===== src/rtl/uirq_pkg.sv =====
package uirq_pkg;
  localparam int CTRL_W   = 6;
  localparam int B_TXLVL  = 0;
  localparam int B_RXLVL  = 1;
  localparam int B_TOUT   = 2;
  localparam int B_ERR    = 3;
  localparam int B_LOOP   = 4;
  localparam int B_BRK    = 5;
  localparam int FRAME_W  = 4;

  typedef enum logic [1:0] {
    BRK_IDLE = 2'd0,
    BRK_WAIT = 2'd1,
    BRK_SEND = 2'd2
  } brkState_t;

  typedef struct packed {
    logic txLevel;
    logic rxLevel;
    logic toutEn;
    logic errEn;
    logic loopOn;
    logic breakOn;
  } ctrlStrobes_t;
endpackage


===== src/rtl/uirq_edge.sv =====
module uirq_edge (
  input  logic clk,
  input  logic rstN,
  input  logic cond,
  input  logic levelMode,
  output logic irq
);
  logic condPrev;

  always_ff @(posedge clk or negedge rstN) begin
    if (!rstN) condPrev <= 1'b0;
    else       condPrev <= cond;
  end

  assign irq = levelMode ? cond : (cond & ~condPrev);

  // a pulse-type request never lasts past one cycle
  a_r2_single_pulse: assert property (@(posedge clk) disable iff (!rstN)
    (irq && !levelMode) |=> (!irq || levelMode));
endmodule


===== src/rtl/uirq_ctrl.sv =====
module uirq_ctrl
  import uirq_pkg::*;
(
  input  logic              clk,
  input  logic              rstN,
  input  logic              ctrlWe,
  input  logic [CTRL_W-1:0] ctrlWdata,
  input  logic [1:0]        dataBitsSel,
  input  logic              parityEn,
  input  logic              twoStop,
  input  logic              txBusy,
  input  logic              bitTick,
  output ctrlStrobes_t      strobes,
  output logic [CTRL_W-1:0] ctrlRdata
);
  logic txLevelQ, rxLevelQ, toutEnQ, errEnQ, loopOnQ;
  brkState_t brkState, brkNext;
  logic [FRAME_W-1:0] tickCnt, tickCntNext;
  logic [FRAME_W-1:0] frameLenQ, frameLenNext;
  logic [FRAME_W-1:0] frameLen;
  logic brkReq;

  always_ff @(posedge clk or negedge rstN) begin
    if (!rstN) begin
      txLevelQ <= 1'b0;
      rxLevelQ <= 1'b0;
      toutEnQ  <= 1'b0;
      errEnQ   <= 1'b0;
      loopOnQ  <= 1'b0;
    end else if (ctrlWe) begin
      txLevelQ <= ctrlWdata[B_TXLVL];
      rxLevelQ <= ctrlWdata[B_RXLVL];
      toutEnQ  <= ctrlWdata[B_TOUT];
      errEnQ   <= ctrlWdata[B_ERR];
      loopOnQ  <= ctrlWdata[B_LOOP];
    end
  end

  // start + data + optional parity + one or two stops
  assign frameLen = FRAME_W'(7) + {2'b00, dataBitsSel}
                  + {3'b000, parityEn} + {3'b000, twoStop};
  assign brkReq   = ctrlWe && ctrlWdata[B_BRK] && (brkState == BRK_IDLE);

  always_comb begin
    brkNext      = brkState;
    tickCntNext  = tickCnt;
    frameLenNext = frameLenQ;
    unique case (brkState)
      BRK_IDLE: begin
        if (brkReq) begin
          tickCntNext  = '0;
          frameLenNext = frameLen;
          brkNext      = txBusy ? BRK_WAIT : BRK_SEND;
        end
      end
      BRK_WAIT: begin
        if (!txBusy) begin
          tickCntNext  = '0;
          frameLenNext = frameLen;
          brkNext      = BRK_SEND;
        end
      end
      BRK_SEND: begin
        if (bitTick) begin
          if (tickCnt == frameLenQ - FRAME_W'(1)) brkNext = BRK_IDLE;
          else tickCntNext = tickCnt + FRAME_W'(1);
        end
      end
      default: brkNext = BRK_IDLE;
    endcase
  end

  always_ff @(posedge clk or negedge rstN) begin
    if (!rstN) begin
      brkState  <= BRK_IDLE;
      tickCnt   <= '0;
      frameLenQ <= '0;
    end else begin
      brkState  <= brkNext;
      tickCnt   <= tickCntNext;
      frameLenQ <= frameLenNext;
    end
  end

  assign strobes.txLevel = txLevelQ;
  assign strobes.rxLevel = rxLevelQ;
  assign strobes.toutEn  = toutEnQ;
  assign strobes.errEn   = errEnQ;
  assign strobes.loopOn  = loopOnQ;
  assign strobes.breakOn = (brkState == BRK_SEND);

  assign ctrlRdata = {(brkState != BRK_IDLE), loopOnQ, errEnQ, toutEnQ, rxLevelQ, txLevelQ};

  // the break line only drops once the shifter was idle
  a_r9_break_after_char: assert property (@(posedge clk) disable iff (!rstN)
    $rose(strobes.breakOn) |-> !$past(txBusy));
  // the break only ends on a bit tick
  a_r8_break_ends_on_tick: assert property (@(posedge clk) disable iff (!rstN)
    $fell(strobes.breakOn) |-> $past(bitTick));
  // a break in progress is not cancelled by a write
  a_r10_no_cancel: assert property (@(posedge clk) disable iff (!rstN)
    (strobes.breakOn && !bitTick) |=> strobes.breakOn);
endmodule


===== src/rtl/uirq_datapath.sv =====
module uirq_datapath
  import uirq_pkg::*;
#(
  parameter int CNT_W = 5
) (
  input  logic             clk,
  input  logic             rstN,
  input  ctrlStrobes_t     strobes,
  input  logic             fifoEn,
  input  logic [CNT_W-1:0] txCount,
  input  logic [CNT_W-1:0] txTrig,
  input  logic [CNT_W-1:0] rxCount,
  input  logic [CNT_W-1:0] rxTrig,
  input  logic             txBufEmpty,
  input  logic             rxDataReady,
  input  logic             errBreak,
  input  logic             errFrame,
  input  logic             errParity,
  input  logic             errOverrun,
  input  logic             rxTimeout,
  input  logic             txSerial,
  input  logic             rxPin,
  output logic             txIrq,
  output logic             rxIrq,
  output logic             errIrq,
  output logic             txPin,
  output logic             rxCore
);
  logic [1:0] chanCond, chanLevel, chanIrq;
  logic       txLine;
  logic       toutHit;

  assign chanCond[0]  = fifoEn ? (txCount <= txTrig) : txBufEmpty;
  assign chanCond[1]  = fifoEn ? (rxCount >= rxTrig) : rxDataReady;
  assign chanLevel[0] = strobes.txLevel;
  assign chanLevel[1] = strobes.rxLevel;

  for (genvar ch = 0; ch < 2; ch++) begin : gChan
    uirq_edge uEdge (
      .clk       (clk),
      .rstN      (rstN),
      .cond      (chanCond[ch]),
      .levelMode (chanLevel[ch]),
      .irq       (chanIrq[ch])
    );
  end

  assign toutHit = strobes.toutEn & fifoEn & rxTimeout;
  assign txIrq   = chanIrq[0];
  assign rxIrq   = chanIrq[1] | toutHit;
  assign errIrq  = strobes.errEn & (errBreak | errFrame | errParity | errOverrun);

  assign txLine  = strobes.breakOn ? 1'b0 : txSerial;
  assign txPin   = strobes.loopOn ? 1'b1 : txLine;
  assign rxCore  = strobes.loopOn ? txLine : rxPin;

  // no error request without the enable from the control side
  a_r6_err_gated: assert property (@(posedge clk) disable iff (!rstN)
    errIrq |-> strobes.errEn);
  // the external pin stays idle while looped back
  a_r7_loop_pin_idle: assert property (@(posedge clk) disable iff (!rstN)
    strobes.loopOn |-> txPin);
  // a break outside loopback always shows on the pin
  a_r8_break_on_pin: assert property (@(posedge clk) disable iff (!rstN)
    (strobes.breakOn && !strobes.loopOn) |-> !txPin);
endmodule


===== src/rtl/uart_irq_ctrl.sv =====
module uart_irq_ctrl
  import uirq_pkg::*;
#(
  parameter int FIFO_DEPTH = 16,
  localparam int CNT_W = $clog2(FIFO_DEPTH + 1)
) (
  input  logic              clk,
  input  logic              rstN,
  input  logic              ctrlWe,
  input  logic [CTRL_W-1:0] ctrlWdata,
  output logic [CTRL_W-1:0] ctrlRdata,
  input  logic [1:0]        dataBitsSel,
  input  logic              parityEn,
  input  logic              twoStop,
  input  logic              fifoEn,
  input  logic [CNT_W-1:0]  txCount,
  input  logic [CNT_W-1:0]  txTrig,
  input  logic [CNT_W-1:0]  rxCount,
  input  logic [CNT_W-1:0]  rxTrig,
  input  logic              txBufEmpty,
  input  logic              rxDataReady,
  input  logic              errBreak,
  input  logic              errFrame,
  input  logic              errParity,
  input  logic              errOverrun,
  input  logic              rxTimeout,
  input  logic              bitTick,
  input  logic              txBusy,
  input  logic              txSerial,
  input  logic              rxPin,
  output logic              txIrq,
  output logic              rxIrq,
  output logic              errIrq,
  output logic              txPin,
  output logic              rxCore,
  output logic              loopbackSel
);
  ctrlStrobes_t strobes;

  uirq_ctrl uCtrl (
    .clk         (clk),
    .rstN        (rstN),
    .ctrlWe      (ctrlWe),
    .ctrlWdata   (ctrlWdata),
    .dataBitsSel (dataBitsSel),
    .parityEn    (parityEn),
    .twoStop     (twoStop),
    .txBusy      (txBusy),
    .bitTick     (bitTick),
    .strobes     (strobes),
    .ctrlRdata   (ctrlRdata)
  );

  uirq_datapath #(.CNT_W(CNT_W)) uData (
    .clk         (clk),
    .rstN        (rstN),
    .strobes     (strobes),
    .fifoEn      (fifoEn),
    .txCount     (txCount),
    .txTrig      (txTrig),
    .rxCount     (rxCount),
    .rxTrig      (rxTrig),
    .txBufEmpty  (txBufEmpty),
    .rxDataReady (rxDataReady),
    .errBreak    (errBreak),
    .errFrame    (errFrame),
    .errParity   (errParity),
    .errOverrun  (errOverrun),
    .rxTimeout   (rxTimeout),
    .txSerial    (txSerial),
    .rxPin       (rxPin),
    .txIrq       (txIrq),
    .rxIrq       (rxIrq),
    .errIrq      (errIrq),
    .txPin       (txPin),
    .rxCore      (rxCore)
  );

  assign loopbackSel = strobes.loopOn;
endmodule


===== config.mk =====
export PLATFORM = sky130hd
export DESIGN_NAME = uart_irq_ctrl
export DESIGN_NICKNAME = d
export VERILOG_FILES = /design/src/rtl/uirq_pkg.sv /design/src/rtl/uirq_edge.sv /design/src/rtl/uirq_ctrl.sv /design/src/rtl/uirq_datapath.sv /design/src/rtl/uart_irq_ctrl.sv
export SDC_FILE = /design/constraint.sdc
export NUM_CORES = 1
export LEC_CHECK = 0
export BUFFER_PORTS_ARGS = -buffer_cell sky130_fd_sc_hd__buf_2
export CAP_MARGIN = 15
export CORE_ASPECT_RATIO = 2
export CORE_UTILIZATION = 42
export CTS_CLUSTER_SIZE = 16
export DETAILED_ROUTE_END_ITERATION = 10
export PLACE_DENSITY_LB_ADDON = 0.1
export SLEW_MARGIN = 30
export SYNTH_ARGS = -nofsm -noshare
export SYNTH_HDL_FRONTEND = slang
export SYNTH_SLANG_ARGS = --single-unit

===== constraint.sdc =====
create_clock -name clk -period 1.8 [get_ports clk]
set_input_delay 0.09 -clock clk [delete_from_list [all_inputs] [get_ports clk]]
set_output_delay 0.09 -clock clk [all_outputs]
set_load 0.03 [all_outputs]

==> summary.md <==
| Metric | Value |
|---|---|
| Root Buffer | clkbuf_8 |
| Fillers | 273 |
| Initial Util | 44.6% |
| Final #Nets | 247 |
| Reg2reg start | uCtrl.frameLenQ[0] |
| Max-slew violation count | 0 |
| Placed inst area | 1530 sq um |
| Setup crit end kind | flop |
| Final period util | 95.2% |
| Average wire per standard cell | 11.6 um |
| Die height | 79.2 um |
| Die area | 3210 sq um |
| Actual slew at the worst max-slew pin | 0.468 ns |
| FF+latch count, synth | 17 |
| Worst r2r dst | uCtrl.tickCnt[0] |
| Drt via density | 5.06 |
| Clock power share | 16.4% |
| Die Width | 40.6 um |
| CP Data Required Time | 1.94 ns |
| R2R depth | 7 |
| WP data arrival | 1.85 ns |
| Yosys top cell area share | 34.0% |
| Largest net degree at the start of global routing | 18 |
| Beginning of the worst hold path | ctrlWdata[0] |
| Syn Nets | 189 |
| Synth Cell Area | 1250 sq um |
| Mapped Cells | 128 |
| Hpwl dp | 2.09 mm |
| Lkg Pwr | 0.878 nW |
| Ant. Diodes | 0 |
| Setup tns final | 0 ns |
| Reg clk slew, reported paths | 0.07 ns |
| Clock Skew | 0.00564 ns |
| GRT overflow | 0 |
| Endpoints failing hold | 0 |
| Internal Power | 0.00111 W |
| Area Overhead vs Synth | 27.6% |
| Number of library cell types mapped by synthesis | 37 |
| M1 wire length | 900 um |
| Max-cap violations | 0 |
| Layout cells sized above 1 | 38.4% |
| VDD IR max | 0.407 mV |
| Startpoint types | flop |
| Worst skew pair latency | 0.25 ns |
| Antenna violations before repair | 0 |
| Sequential share of power | 34.5% |
| Wirelength, routed | 2.49 mm |
| Post-route DRC | 0 |
| Port bufs | 56 |
| DR iter-0 viols | 3 |
| Most used DFF post-synth | dfrtp_1 |
| First-pass GRT wire length | 4.09 mm |
| Commonest non-fill, non-tap cell in the layout | buf_2 |
| Worst-path maximum fanout | 3 |
| Num ports | 57 |
| Critical path class | flop to flop |
| CTS Buffer Depth | 2 |
| Syn avg cell area | 9.77 sq um |
| Leading cell types by total area after synthesis | dfrtp_1 34%, ha_1 15%, inv_1 7.2% |
| H-Tree Depth | 1 |
| Reg2Reg Setup Slack | 0.09 ns |
| Fmax | 584 MHz |
| Status | finished, final reports clean |
| Synthesis Warnings | 0 |
| Worst slack, placed | -0.0266 ns |
| Metal3 WL | 112 um |
| Post-DRT Antenna Nets | 0 |
| TritonCTS Buffers | 3 |
| Most frequent cells in the layout | 56 x buf_2, 24 x inv_1, 17 x dfrtp_1 |
| Power per cell area | 1090 nW/um^2 |
| Met2 WL | 1.45 mm |
| Setup ws final | 0.0868 ns |
| Critical path destination | uCtrl.tickCnt[0] |
| Asr flop ratio synth | 100% |
| Worst Hold Class | input port to flop |
| Clock sinks | 17 |
| Core area | 2800 sq um |
| TritonCTS clock tree | built |
| Drt pass-1 iters | 3 |
| Total GRT Usage | 17.9% |
| Final Cell Area | 1600 sq um |
| WHS | 0.0565 ns |
| Net load switching power | 0.000626 W |
| Uppermost layer routed | met4 |
| Site row count | 27 |
| Vias in the first global route | 1091 |
| RSZ-0062 raised after global routing | false |
| Util after Layout | 56.9% |
| Via count | 1082 |
| Comb pwr share | 49.1% |
| Synth area leader | dfrtp_1 |
| Switching part of the total | 36.1% |
| Final setup fails | 0 |
| Post-synth EDFFs | 0 |
| Slew margin rel. | 68.8% |
| Sequential fraction of the synthesis area | 34.0% |
| Period minus WS final | 1.71 ns |
| GP Congestion | 0.705 |
| Worst setup path startpoint | uCtrl.frameLenQ[0] |
final cells by class:
| type | count | area (sq um) | area share (%) |
|---|---|---|---|
| Sequential cell | 17 | 425 | 26.7 |
| Multi-Input combinational cell | 81 | 693 | 43.5 |
| Clock buffer | 4 | 45.0 | 2.82 |
| Tap cell | 29 | 36.3 | 2.27 |
| Timing Repair Buffer | 59 | 305 | 19.1 |
| Inverter | 24 | 90.1 | 5.65 |
flip-flops by register name, summed over array words and instances, names as in the netlist:
register	flops
uCtrl.rxLevelQ	1
uCtrl.frameLenQ	4
uCtrl.tickCnt	4
uCtrl.txLevelQ	1
uData.gChan.uEdge.condPrev	2
uCtrl.errEnQ	1
uCtrl.loopOnQ	1
uCtrl.brkState	2
uCtrl.toutEnQ	1
critical path, stage by stage, from the launching register on:
cell     delay, ns
dfrtp_1       0.35
inv_1         0.05
ha_1          0.30
xnor2_1       0.19
nor3_2        0.07
and2_4        0.17
a22o_2        0.23
mux2_4        0.25
through the flow:
stage	std cells	power, W
after floorplan	128	0.00125
after global placement	208	0.00142
after detailed placement	208	0.00145
after CTS	213	0.00175
after global routing	214	0.00186
final	214	0.00173
kinds of logic after synthesis:
logic type | after synthesis | synth area share [%]
AND/OR/NAND/NOR | 24 | 10.8
XOR/XNOR | 8 | 6.81
AO/OA/AOI/OAI | 27 | 15.5
flip-flops | 17 | 34.0
multiplexers | 6 | 5.71
buffers and inverters | 30 | 10.5
adder cells (fa/ha/maj) | 16 | 16.6
routing by layer:
layer,up-vias,track usage (%)
met3,4,2.23
met4,0,9.00
met1,498,16.2
met2,35,33.8
li1,545,-
met5,-,0
cells in the mapped netlist, drive strengths merged (2+ instances only):
cell and instances:
o21ai 7, xor2 3, a21boi 2, o22ai 2, nand2b 3, nor3 3, dfrtp 17, mux2 6
a22o 2, xnor2 4, a211oi 2, inv 24, and2 3, a21o 2, a21oi 4, nor2 3
nand3b 2, nand2 5, buf 5, ha 15, nand3 2
repair_timing:
| item | in CTS | in global routing |
|---|---|---|
| hold buffers | 1 | 0 |
| endpoints found under the hold margin | 17 | 0 |
| cloned | 0 | 0 |
| gates resized for setup | 0 | 0 |
| setup buffers | 0 | 1 |
| endpoints found under the setup margin | 2 | 2 |
| pin swaps | 1 | 2 |
how the worst min path moves through the flow:
| stage | endpoint | slack [ns] | cells past startpoint |
|---|---|---|---|
| floorplan | uCtrl.brkState[0] | -0.21 | 0 |
| global placement | uCtrl.loopOnQ | 0.03 | 1 |
| detailed placement | uCtrl.loopOnQ | 0.04 | 1 |
| CTS | uCtrl.txLevelQ | 0.05 | 3 |
| global route | uCtrl.rxLevelQ | 0.07 | 2 |
| finish | uCtrl.txLevelQ | 0.06 | 3 |
power groups by stage:
stage               Combinational [W]  Clock, W  Sequential [W]
global route                 0.000934  0.000314        0.000615
detailed placement           0.000848         0        0.000603
finish                       0.000851  0.000285        0.000598
CTS                          0.000856  0.000297        0.000600
floorplan                    0.000661         0        0.000591
global placement             0.000818         0        0.000602
(Power assumes the default switching activity.)
